[src/rtl/pmt_pkg.sv]
package pmt_pkg;
  typedef enum logic {
    ST_HUNT = 1'b0,
    ST_HALF = 1'b1
  } pmt_state_e;

  localparam int PMT_LANES = 2;
endpackage

[src/rtl/pmt_cfg.sv]
module pmt_cfg #(
  parameter int REG_W = 32,
  parameter int DW    = 8
) (
  input  logic             clk,
  input  logic             rst_n,
  input  logic             chan_en,
  input  logic             wr_en,
  input  logic [REG_W-1:0] wr_data,
  output logic [DW-1:0]    pat_lo,
  output logic [DW-1:0]    pat_hi,
  output logic [DW-1:0]    skip_val,
  output logic [REG_W-1:0] rd_data
);
  localparam int PAT_W   = 2 * DW;
  localparam int SKIP_LSB = REG_W - DW;

  logic wr_ok;
  assign wr_ok = wr_en && !chan_en;

  always_ff @(posedge clk) begin
    if (!rst_n) begin
      pat_lo   <= '0;
      pat_hi   <= '0;
      skip_val <= '0;
    end else if (wr_ok) begin
      pat_lo   <= wr_data[DW-1:0];
      pat_hi   <= wr_data[PAT_W-1:DW];
      skip_val <= wr_data[REG_W-1:SKIP_LSB];
    end
  end

  always_comb begin
    rd_data                      = '0;
    rd_data[DW-1:0]              = pat_lo;
    rd_data[PAT_W-1:DW]          = pat_hi;
    rd_data[REG_W-1:SKIP_LSB]    = skip_val;
  end

  // a write while the channel runs leaves the register untouched
  p_locked_write_r3: assert property (@(posedge clk) disable iff (!rst_n)
    (wr_en && chan_en) |=> $stable(rd_data));

  // an accepted write shows up in the read-back pattern field
  p_write_loads_r2: assert property (@(posedge clk) disable iff (!rst_n)
    (wr_en && !chan_en) |=> (rd_data[PAT_W-1:0] == $past(wr_data[PAT_W-1:0])));
endmodule

[src/rtl/pmt_byte_cls.sv]
module pmt_byte_cls #(
  parameter int DW = 8
) (
  input  logic [DW-1:0] data,
  input  logic [DW-1:0] pat_lo,
  input  logic [DW-1:0] pat_hi,
  input  logic [DW-1:0] skip_val,
  input  logic          skip_en,
  output logic          is_skip,
  output logic          eq_lo,
  output logic          eq_hi
);
  import pmt_pkg::*;

  logic [PMT_LANES-1:0][DW-1:0] lane_pat;
  logic [PMT_LANES-1:0]         lane_eq;

  assign lane_pat[0] = pat_lo;
  assign lane_pat[1] = pat_hi;

  for (genvar g = 0; g < PMT_LANES; g++) begin : g_lane
    assign lane_eq[g] = (data == lane_pat[g]);
  end

  assign eq_lo   = lane_eq[0];
  assign eq_hi   = lane_eq[1];
  assign is_skip = skip_en && (data == skip_val);
endmodule

[src/rtl/pmt_seq.sv]
module pmt_seq (
  input  logic clk,
  input  logic rst_n,
  input  logic chan_en,
  input  logic acc,
  input  logic two_byte,
  input  logic is_skip,
  input  logic eq_lo,
  input  logic eq_hi,
  output logic pulse_q,
  output logic partial
);
  import pmt_pkg::*;

  pmt_state_e state_q, state_d;
  logic       hit;
  logic       half;

  assign half    = (state_q == ST_HALF) && two_byte;
  assign partial = (state_q == ST_HALF);

  always_comb begin
    state_d = state_q;
    hit     = 1'b0;
    if (!chan_en) begin
      state_d = ST_HUNT;
    end else if (acc && !is_skip) begin
      if (half && eq_hi) begin
        hit     = 1'b1;
        state_d = ST_HUNT;
      end else if (eq_lo) begin
        if (two_byte) begin
          state_d = ST_HALF;
        end else begin
          hit     = 1'b1;
          state_d = ST_HUNT;
        end
      end else begin
        state_d = ST_HUNT;
      end
    end
  end

  always_ff @(posedge clk) begin
    if (!rst_n) begin
      state_q <= ST_HUNT;
      pulse_q <= 1'b0;
    end else begin
      state_q <= state_d;
      pulse_q <= hit;
    end
  end

  // a pulse only follows an accepted byte
  p_pulse_needs_byte_r4: assert property (@(posedge clk) disable iff (!rst_n)
    pulse_q |-> $past(acc));

  // a disabled channel holds no partial match next cycle
  p_disable_clears_r9: assert property (@(posedge clk) disable iff (!rst_n)
    !chan_en |=> !partial);

  // a skipped byte keeps the partial-match state
  p_skip_holds_r6: assert property (@(posedge clk) disable iff (!rst_n)
    (acc && is_skip) |=> $stable(partial));

  // a completed match leaves no partial state
  p_hit_clears_r11: assert property (@(posedge clk) disable iff (!rst_n)
    pulse_q |-> !partial);

  // with no accepted byte and channel running, the state holds
  p_idle_holds_r10: assert property (@(posedge clk) disable iff (!rst_n)
    (!acc && chan_en) |=> ($stable(partial) && !pulse_q));
endmodule

[src/rtl/dma_pattern_stop.sv]
module dma_pattern_stop #(
  parameter int REG_W = 32,
  parameter int DW    = 8
) (
  input  logic             clk,
  input  logic             rst_n,
  input  logic             chan_en,
  input  logic             two_byte,
  input  logic             skip_en,
  input  logic             cfg_wr_en,
  input  logic [REG_W-1:0] cfg_wr_data,
  output logic [REG_W-1:0] cfg_rd_data,
  input  logic             s_valid,
  output logic             s_ready,
  input  logic [DW-1:0]    s_data,
  output logic             term_pulse
);
  logic [DW-1:0] pat_lo, pat_hi, skip_val;
  logic          is_skip, eq_lo, eq_hi;
  logic          acc, pulse_q, partial;

  assign s_ready = chan_en;
  assign acc     = s_valid && s_ready;

  pmt_cfg #(.REG_W(REG_W), .DW(DW)) u_cfg (
    .clk      (clk),
    .rst_n    (rst_n),
    .chan_en  (chan_en),
    .wr_en    (cfg_wr_en),
    .wr_data  (cfg_wr_data),
    .pat_lo   (pat_lo),
    .pat_hi   (pat_hi),
    .skip_val (skip_val),
    .rd_data  (cfg_rd_data)
  );

  pmt_byte_cls #(.DW(DW)) u_cls (
    .data     (s_data),
    .pat_lo   (pat_lo),
    .pat_hi   (pat_hi),
    .skip_val (skip_val),
    .skip_en  (skip_en),
    .is_skip  (is_skip),
    .eq_lo    (eq_lo),
    .eq_hi    (eq_hi)
  );

  pmt_seq u_seq (
    .clk      (clk),
    .rst_n    (rst_n),
    .chan_en  (chan_en),
    .acc      (acc),
    .two_byte (two_byte),
    .is_skip  (is_skip),
    .eq_lo    (eq_lo),
    .eq_hi    (eq_hi),
    .pulse_q  (pulse_q),
    .partial  (partial)
  );

  assign term_pulse = pulse_q && chan_en;

  // no terminate request while the channel is off
  p_no_pulse_disabled_r9: assert property (@(posedge clk) disable iff (!rst_n)
    !chan_en |-> !term_pulse);
endmodule

[config.mk]
export PLATFORM = sky130hd
export DESIGN_NAME = dma_pattern_stop
export DESIGN_NICKNAME = d
export VERILOG_FILES = /design/src/rtl/pmt_pkg.sv /design/src/rtl/pmt_cfg.sv /design/src/rtl/pmt_byte_cls.sv /design/src/rtl/pmt_seq.sv /design/src/rtl/dma_pattern_stop.sv
export SDC_FILE = /design/constraint.sdc
export NUM_CORES = 1
export LEC_CHECK = 0
export BUFFER_PORTS_ARGS = -buffer_cell sky130_fd_sc_hd__buf_2
export CAP_MARGIN = 20
export CORE_MARGIN = 2
export CORE_UTILIZATION = 46
export DETAILED_ROUTE_END_ITERATION = 16
export GPL_ROUTABILITY_DRIVEN = 0
export GPL_TIMING_DRIVEN = 0
export PLACE_DENSITY_LB_ADDON = 0.25
export SYNTH_ARGS = -nofsm -noshare
export SYNTH_HDL_FRONTEND = slang
export SYNTH_SLANG_ARGS = --single-unit
[constraint.sdc]
create_clock -name clk -period 3.6 [get_ports clk]
set_clock_uncertainty 0.2 [all_clocks]
set_input_delay 0.36 -clock clk [delete_from_list [all_inputs] [get_ports clk]]
set_output_delay 0.36 -clock clk [all_outputs]
set_load 0.01 [all_outputs]
== Word level (Yosys, flattened, before mapping) ==
Index checks and enable logic that the tools add are counted.
Operators by class
  reduce and logical (&&, ||, !) cells: 11
  multiplexer cells: 6
  equal/unequal tests: 3
Operators by type and width (number)
  8-bit equality test: 3
  1-bit logical AND: 7
  1-bit two-way mux: 6
  3-bit AND reduction: 1
  1-bit logical NOT: 2
  2-bit AND reduction: 1
Word-level totals
  register bits after elaboration: 26
  logic and storage cells: 25
  output and inout port bits: 34

== Longest topological paths before layout ==
Gate-level depths: netlist (run 1).
  depth in word-level cells: 5
  mapped depth: 5

== Cells and area by module ==
A second synthesis (run 1) with hierarchy kept.
Second synthesis, totals
  cell total of the unflattened synthesis: 185
  area, all modules: 1621.6 µm²
Modules (own cells, without submodules)
  pmt_cfg: seq. area each 480.5 µm², cells an instance 138, instances 1, area an instance 1241.2 µm²
  pmt_byte_cls: seq. area each 0.0 µm², cells an instance 34, instances 1, area an instance 267.8 µm²
  pmt_seq: seq. area each 40.0 µm², cells an instance 10, instances 1, area an instance 92.6 µm²
  dma_pattern_stop: seq. area each 0.0 µm², cells an instance 3, instances 1, area an instance 20.0 µm²

== Worst setup path after synthesis (run 1) ==
Ideal clock, no wire load.
  path type: reg2reg
  start point: reg u_cfg.pat_lo[3]
  end point: reg u_seq.pulse_q
  required time: 3321 ps
  path buffers: 0
  data arrival time: 1144 ps
  setup time: 79 ps
  cell stages (with the launch flop): 5
  path slack: 2176 ps
  cell sequence: dfxtp_1 -> xnor2_1 -> nand4_1 -> or3_1 -> a211oi_2
On the way
  cells in the longest elaborated chain, start to end: 3
Ends and longest elaborated chain
  start, declared: RTL line pmt_cfg.sv:10  | output logic [DW-1:0] pat_lo,
  start signal, assigned: RTL line pmt_cfg.sv:27  | pat_lo <= wr_data[DW-1:0];
  8-bit equality test: RTL line pmt_byte_cls.sv:22  | assign lane_eq[g] = (data == lane_pat[g]);
  1-bit two-way mux: RTL line pmt_seq.sv:31  | end else if (eq_lo) begin
  1-bit two-way mux: RTL line pmt_seq.sv:28  | if (half && eq_hi) begin
  end signal, assigned: RTL line pmt_seq.sv:50  | pulse_q <= hit;
  end, declared: RTL line pmt_seq.sv:10  | output logic pulse_q,
No other way between the ends.
A chain may end at the register's enable or synchronous reset.

== Worst setup path in the final report (run 1) ==
  start point: reg u_cfg.pat_hi[7]
  end point: reg u_seq.state_q, in the netlist u_seq.partial
On the way
  cells in the longest elaborated chain, start to end: 3
Ends and longest elaborated chain
  start, declared: RTL line pmt_cfg.sv:11  | output logic [DW-1:0] pat_hi,
  start signal, assigned: RTL line pmt_cfg.sv:28  | pat_hi <= wr_data[PAT_W-1:DW];
  8-bit equality test: RTL line pmt_byte_cls.sv:22
  1-bit logical AND: RTL line pmt_seq.sv:28
  1-bit two-way mux: RTL line pmt_seq.sv:28
  end signal, assigned: RTL line pmt_seq.sv:49  | state_q <= state_d;
  end, declared: RTL line pmt_seq.sv:15  | pmt_state_e state_q, state_d;
No other way between the ends.

==> run metrics, run 1 <==
Residual DRC 0; WL per Instance around 11 um; layout cells sized above 1 between 30% and 40%; Initial Util 48.2%; postcts setup bufs 0; most frequent cells in the layout buf_2, nand2_1, dfxtp_1; Synth warnings 0; Buffers on Ports between 60 and 70; Top Ports 81; Worst VDD drop 0.298 mV; detailed placement HPWL about 2400 um; kind of end point of the critical path flip-flop; Core ar. about 2800 um^2; fillers around 270; routed via count around 1200; std cell rows 19; register area around 520 um^2; Clk Latency, worst-skew pair 310 ps; total power ~0.54 mW; RSZ-0062 raised after global routing no; initial DRC count 18; Setup CP Type reg2reg; Worst Path Required 3600 ps; multi-input logic area between 700 and 800 um^2; final setup violating endpoints 0; H-tree Lvls 1; first-pass GRT wire length between 4000 and 5000 um; Die ar. 3340 um^2; Clock transition at path regs 130 ps; antenna cells 0; cells after synthesis between 150 and 200; PostCTS Resize Cnt 0; Global Route Usage Sum approximately 18%; Yosys reg bits 26; setup TNS 0 ps; total grt overflow 0; pin count of the biggest net entering global routing 14; top cell type's share of synthesized area about two fifths; WL final roughly 3000 um; Area Overhead vs Synth 30.7%; CP max FO 3; Die Ht ~58 um; Avg Vias per Cell 4.62; period utilisation layout approximately 43%; number of buffers on the longest clock path 2; Final Hold Fails 0; pwr/cell area between 300 and 400 nW/um^2; CTS tree built; WP data arrival 1550 ps; CTS Sinks 26; total CTS buffers 3; hold_buf cts 0; post-synth cell types 24; commonest non-fill, non-tap cell in the layout buf_2; Leakage 0.811 nW; Max-cap violations 0; Root Driver clkbuf_4; vias in the first global route 1088; Pre-antenna DRT Iters 4; Post-Syn Area between 1000 and 1500 um^2; top cells by area, synth dfxtp_1, nand2_1, xnor2_1, a21boi_0, buf_4; # nets final ~280; die width slightly below 60 um; crit start category flip-flop; run status finished, final reports clean; initial antenna violation count 0; fin crit period about 1500 ps; Slew Viols, Final 0; dominant cell type by area after synthesis dfxtp_1; syn avg cell area between 8 and 9 um^2; Hold/Removal Path Class in2reg; Max Clk Rate around 650 MHz; final antenna-violating net count 0; Seq/Total Area, Yosys about two fifths
[worst max-delay path: stages, from the launching register on]
cell and delay [ps]:
dfxtp_1 350, xor2_1 170, nor4_1 350, nand3_1 170, nand4b_1 110, o21ai_0 80
[per-layer routing]
metal	part of all wire [%]	global-route usage (%)	wire, um
met1	43	23.9	1280
met2	47	29.4	1380
met3	9.5	4.69	282
met4	0.44	5.98	13
met5	0	0	0
[synth_stat cells, drive strengths merged]
cell type	count
o311ai	1
or3	1
xnor2	17
nor2b	1
and3	1
nor3	1
conb	1
xor2	7
clkbuf	3
nand2	50
dfxtp	26
nand4b	1
nor2	1
nand4	4
nor4	1
a211oi	1
a21boi	24
o21ai	1
and2	1
nand2b	1
nand3	2
buf	14
[through the flow]
step / cell area, um^2 / std cells / setup slack, ps / utilization, % / hold WS [ps]
after global routing: 1740 / 265 / 1910 / 63.0 / 48.5
after CTS: 1740 / 265 / 2030 / 63.0 / 59.7
final: 1740 / 265 / 2050 / 63.0 / 67.6
after global placement: 1720 / 262 / 1900 / 62.2 / 272
after floorplan: 1360 / 167 / 2180 / - / 247
after detailed placement: 1720 / 262 / 1900 / 62.2 / 274
[report_power, final]
part | switching [mW] | internal [mW]
registers | 0.0109 | 0.300
clock network | 0.0783 | 0.0391
logic | 0.0563 | 0.0582
total | 0.145 | 0.397
[worst paths after layout]
kind | to | startpoint | cells past startpoint | slack, ps
worst min-delay path | u_cfg.skip_val[7] | cfg_wr_data[31] | 3 | 70
worst max-delay path | u_seq.partial | u_cfg.pat_hi[7] | 5 | 2050
worst max register to register | u_seq.partial | u_cfg.pat_hi[7] | 5 | 2050
worst min register to register | u_cfg.skip_val[7] | u_cfg.skip_val[7] | 2 | 290
[logic make-up (layout without fill, tap and decap cells)]
| kind of cell | Yosys count | count (layout) | share of synthesized area [%] |
|---|---|---|---|
| simple gates | 65 | 65 | 20.9 |
| compound gates | 27 | 27 | 16.1 |
| flops | 26 | 26 | 39.1 |
| xor+xnor | 24 | 24 | 15.8 |
| buf+inv | 17 | 84 | 7.81 |
| other cells | 1 | 8 | 0.282 |
[layout make-up]
type | instances | share of cell area (%)
plain buffers | 17 | 5.98
well taps | 31 | 2.23
flip-flops and latches | 26 | 29.9
clock buffers | 3 | 1.30
multi-input cells | 124 | 42.1
repair buffers | 64 | 18.4
[flip-flops by register name, indices dropped and copies added (netlist names)]
name,cells
u_cfg.pat_hi,8
u_cfg.pat_lo,8
u_cfg.skip_val,8
u_seq.pulse_q,1
u_seq.partial,1
Note: power is estimated with default switching activity, not from simulation.
==> run 2: changes to the inputs <==
- CORE_UTILIZATION: 46 -> 38
- clock period: 3.6 -> 1.4 ns (I/O delays scaled with it)
==> run 2 against run 1 <==
The flow now finishes with violations (negative hold slack, negative setup slack). Combinational power rose to 3.4 times the previous value. Global-route usage rose by 0.18 points. Core utilization rose by 2.6 points. Clock power rose to 4.3 times the previous value. Sequential power rose to 2.6 times the previous value. Critical path type unchanged. Critical endpoint is now u_seq.pulse_q.
==> run metrics, run 2 (synthesis gave the netlist of run 1 again) <==
run status finished with violations; Initial Util between 30% and 40%; Comb power frac between 20% and 30%; Internal 1.28 mW; commonest non-fill, non-tap cell in the layout buf_2; placed cell areas between 1500 and 2000 um^2; Setup CP Type reg2reg; total CTS buffers 3; power share of the clock group between 20% and 30%; Global Route Usage Sum between 10% and 20%; Hold Slack -78.8 ps; std cell rows 21; first-pass GRT wire length between 5000 and 6000 um; Final Cell Area ~2200 um^2; Hold Crit Start chan_en; worst r2r src u_cfg.pat_lo[2]; kind of end point of the critical path flip-flop; CTS Sinks 26; CTS tree built; worst r2r dst u_seq.pulse_q; Slew Viols, Final 0; antenna cells 0; Place WS -104 ps; Die Ht ~63 um; pwr/cell area 777 nW/um^2; WP data arrival 1570 ps; Area Overhead vs Synth 64.6%; crit start category flip-flop; cells on worst reg2reg path 4; Avg Vias per Cell approximately 4.4; Leakage approximately 1.0 nW; WL final about 3600 um; Die ar. 3990 um^2; pin count of the biggest net entering global routing 16; RSZ-0062 raised after global routing yes; total power roughly 1.7 mW; hold_buf cts 27; # nets final ~320; routed via count about 1400; initial DRC count 27; Final Hold Fails 2; Clock transition at path regs 140 ps; Pre-antenna DRT Iters 4; Reg2Reg Setup Slack -130 ps; NetSw between 0.4 and 0.5 mW; violated checks negative hold slack, negative setup slack; Core Util, Final 65.6%; most frequent cells in the layout buf_2, nand2_1, dlygate4sd3_1; Worst Path Required between 1000 and 1500 ps; sequential power share a little under half; detailed placement HPWL ~2600 um; Max-cap violations 0; Hold/Removal Path Class in2reg; final antenna-violating net count 0; Root Driver clkbuf_4; Buffers on Ports 64; Worst VDD drop about 0.75 mV; final setup violating endpoints 2; die width between 60 and 70 um; initial antenna violation count 0; Placed Cells about 280; WL per Instance about 11 um; Core ar. between 3000 and 4000 um^2; Crit. Startpoint u_cfg.pat_lo[2]; sw frac between 20 and 25%; vias in the first global route 1414; Finished Layout Cells between 300 and 400; Residual DRC 0; Clk Latency, worst-skew pair 320 ps; number of buffers on the longest clock path 2; period utilisation layout 109%; setup TNS -214 ps; Max Clk Rate 654 MHz; Largest regs u_cfg.pat_hi x8, u_cfg.pat_lo x8, u_cfg.skip_val x8; layout cells sized above 1 approximately 43%; total grt overflow 0; H-tree Lvls 1; fin crit period between 1500 and 2000 ps; worst setup path endpoint u_seq.pulse_q; Top Ports between 80 and 90; CP max FO 2; setup slack after layout -129 ps
==> run 2: critical path, stage by stage (launching register included) <==
cell	delay, ps
dfxtp_2	350
xnor2_1	140
nand4_1	150
or3_1	380
a211oi_2	230
==> run 2: metal layers <==
layer	vias up	GRT usage, %	wire length, um
li1	717	-	-
met1	612	21.1	1520
met2	50	33.6	1770
met3	9	3.75	200
met4	0	6.39	84
met5	-	0	0
==> run 2: repair_timing <==
action                     in CTS  in global routing
setup endpoints to repair       2                  7
gates resized for setup         7                 21
pin swaps                      10                  8
cloned                          0                  0
hold endpoints to repair       26                  2
setup buffers                   5                  0
==> run 2: how the worst min path moves through the flow <==
stage | to | slack [ps] | cells past startpoint
global route | u_seq.pulse_q | -80 | 3
global placement | u_cfg.pat_lo[0] | 180 | 3
CTS | u_seq.pulse_q | -70 | 3
detailed placement | u_cfg.pat_lo[0] | 190 | 3
finish | u_seq.pulse_q | -80 | 3
floorplan | u_cfg.pat_lo[0] | 70 | 2
==> run 2: layout make-up <==
| cell class | count | area (um^2) |
|---|---|---|
| Sequential cell | 26 | 544 |
| Multi-Input combinational cell | 124 | 801 |
| Buffer | 17 | 106 |
| Clock inverter | 1 | 30.0 |
| Clock buffer | 3 | 22.5 |
| Timing Repair Buffer | 96 | 628 |
| Tap cell | 46 | 57.6 |
| Fill cell | 289 | 1150 |
==> run 2: power by group through the flow <==
stage	logic (mW)	registers (mW)	clock network, mW
6_report	0.389	0.806	0.507
5_1_grt	0.426	0.812	0.550
4_1_cts	0.370	0.803	0.519
3_5_place_dp	0.297	0.820	0
3_3_place_gp	0.295	0.820	0
2_1_floorplan	0.155	0.830	0
==> run 3: changes to the inputs <==
- ABC_AREA: default -> 1
- CORE_UTILIZATION: 38 -> 39
==> run 3 against run 2 <==
The flow now finishes without violations. Hold slack gained 170 ps. Clock power is 5.5% higher. Sequential power rose by 3.1%. Sequential share of layout area fell by 0.96 points. Global-route usage is 2.7 points higher. Largest cell class is now buffers. Critical path type unchanged. Final area rose by 2.3%. Power increased by 8.2%. Die area grew 4.2%. Synthesized area increased by 7.2%. Setup slack improved by 130 ps. Routed wire length rose by 22%. Synthesized cell count grew 36%.
==> run metrics, run 3 <==
run status finished, final reports clean; Clk Latency, worst-skew pair about 340 ps; Max-cap violations 0; Seq/Total Area, Yosys a little over a third; syn avg cell area roughly 6.5 um^2; count leader, synth nand2_1; WL per Instance 11.7 um; most frequent cells after synthesis nand2_1, nor2_1, dfxtp_1; top cell type's share of synthesized area 36.5%; crit start category flip-flop; Post-synth top flop dfxtp_1; detailed placement HPWL just under 3000 um; setup slack after layout between 1.5 and 2 ps; met2 usage in global routing ~37%; kind of end point of the critical path flip-flop; CP max FO 2; Root Driver clkbuf_4; Global Route Usage Sum a little over a fifth; total CTS buffers 3; Die ar. slightly above 4000 um^2; cells along the critical path xnor2_2, nand2_1, nor2_2, nand3_1, nor2_1, nor2_1, nor2_1; met1 usage approximately a quarter; Worst VDD drop 0.435 mV; RSZ-0062 raised after global routing yes; Area Overhead vs Synth 57.1%; ys async rst share 0%; Post-synth EDFFs 0; final setup violating endpoints 0; Initial Util about two fifths; cell repeated most along the worst path nor2_1; vias in the first global route ~1600; Die Ht ~64 um; total grt overflow 0; power share of the clock group 29.0%; layout cells sized above 1 around two fifths; CTS Sinks 26; Avg Vias per Cell 4.45; post-synth cell types 21; Top Ports 81; M3 GR Usage between 2 and 2.5%; fillers 319; WP buf/inv 0; Hold/Removal Path Class in2reg; slowest CP cell dfxtp_2; dominant cell type by area after synthesis dfxtp_1; multi-input logic area around 720 um^2; sw frac 28.5%; Internal about 1.3 mW; Slew Viols, Final 0; final antenna-violating net count 0; Yosys reg bits 26; Synth warnings 0; initial antenna violation count 0; Largest regs u_cfg.pat_hi x8, u_cfg.pat_lo x8, u_cfg.skip_val x8; WL final ~4400 um; CTS tree built; commonest non-fill, non-tap cell in the layout buf_2; cells after synthesis 218; most frequent cells in the layout buf_2, nand2_1, nor2_1, dlygate4sd3_1, inv_1; Final Hold Fails 0; slowest stage delay, CP about 360 ps; H-tree Lvls 1; pwr/cell area between 800 and 900 nW/um^2; CP top delay family simple AND/OR/NAND/NOR gates; Hold Slack 89.4 ps; initial DRC count 56; Residual DRC 0; gr busiest metal met2; Buffers on Ports 64; routed via count roughly 1700; Place WS between 60 and 70 ps; Max Clk Rate about 720 MHz; sequential power share a little under half; Clock transition at path regs ~160 ps; fin crit period approximately 1400 ps; Core ar. 3420 um^2; register area ~540 um^2; die width 64.5 um; WP data arrival 1470 ps; number of buffers on the longest clock path 2; NetSw ~0.53 mW; period utilisation layout roughly 100%; # nets final between 300 and 400; first-pass GRT wire length 6800 um; pin count of the biggest net entering global routing 16; top cells by area, synth dfxtp_1, nand2_1, nor2_1, inv_1, a21oi_1; Post-Syn Area roughly 1400 um^2; Pre-antenna DRT Iters 4; antenna cells 0; Comb power frac between 20% and 30%; std cell rows 21; Setup CP Type reg2reg; Leakage around 1.2 nW; Worst Path Required 1470 ps
run 3: cells by family (layout without fill, tap and decap cells):
logic type,after synthesis,in the layout,synth area share [%]
flops,26,26,36.5
compound gates,44,44,16.1
buf+inv,48,149,16.3
xor+xnor,8,8,4.91
other cells,1,8,0.263
simple gates,91,91,25.9
run 3: stage by stage:
step,area (um^2),power (mW),std cells,util [%],setup TNS [ps]
2_1_floorplan,1450,1.07,225,-,0
3_3_place_gp,1830,1.22,335,53.6,0
3_5_place_dp,1830,1.23,335,53.6,0
4_1_cts,2160,1.81,367,63.3,0
5_1_grt,2240,1.94,372,65.6,-75.1
6_report,2240,1.84,372,65.6,0
run 3: per-layer routing:
layer  up-vias  share of wire [%]
met5         -                  0
met4         0                1.2
met3         5                5.5
met2        58                 50
met1       724                 43
li1        867                  -
run 3: area by class of cell:
cell class	instances	area share [%]
Buffer	16	5.03
Clock buffer	3	1.01
Multi-Input combinational cell	151	32.3
Inverter	32	5.36
Tap cell	46	2.57
Timing Repair Buffer	97	28.5
Sequential cell	26	23.9
Clock inverter	1	1.34
run 3: path summary, 6_finish.rpt:
path	depth (start not counted)	start	endpoint	slack (ps)
setup / recovery	7	u_cfg.pat_lo[4]	u_seq.partial	2
hold / removal	7	s_data[0]	u_seq.pulse_q	90
setup reg to reg	7	u_cfg.pat_lo[4]	u_seq.partial	2
hold reg to reg	2	u_cfg.pat_hi[7]	u_cfg.pat_hi[7]	270
run 3: power by group through the flow:
stage / clock [mW] / combinational (mW) / sequential [mW]
after floorplan: 0 / 0.208 / 0.858
after global placement: 0 / 0.384 / 0.838
after detailed placement: 0 / 0.387 / 0.840
after CTS: 0.534 / 0.448 / 0.824
after global routing: 0.578 / 0.525 / 0.839
final: 0.535 / 0.476 / 0.831
run 3: worst register-to-register path, cell delays in order, from the launching register on:
cell and delay [ps]:
dfxtp_2 360, xnor2_2 160, nand2_1 120, nor2_2 150, nand3_1 90, nor2_1 110
nor2_1 50, nor2_1 90
run 3: timing repair:
action	CTS	global route
buffers inserted	0	5
gates resized for setup	0	22
hold buffers	28	0
setup endpoints to repair	0	2
hold endpoints to repair	26	0
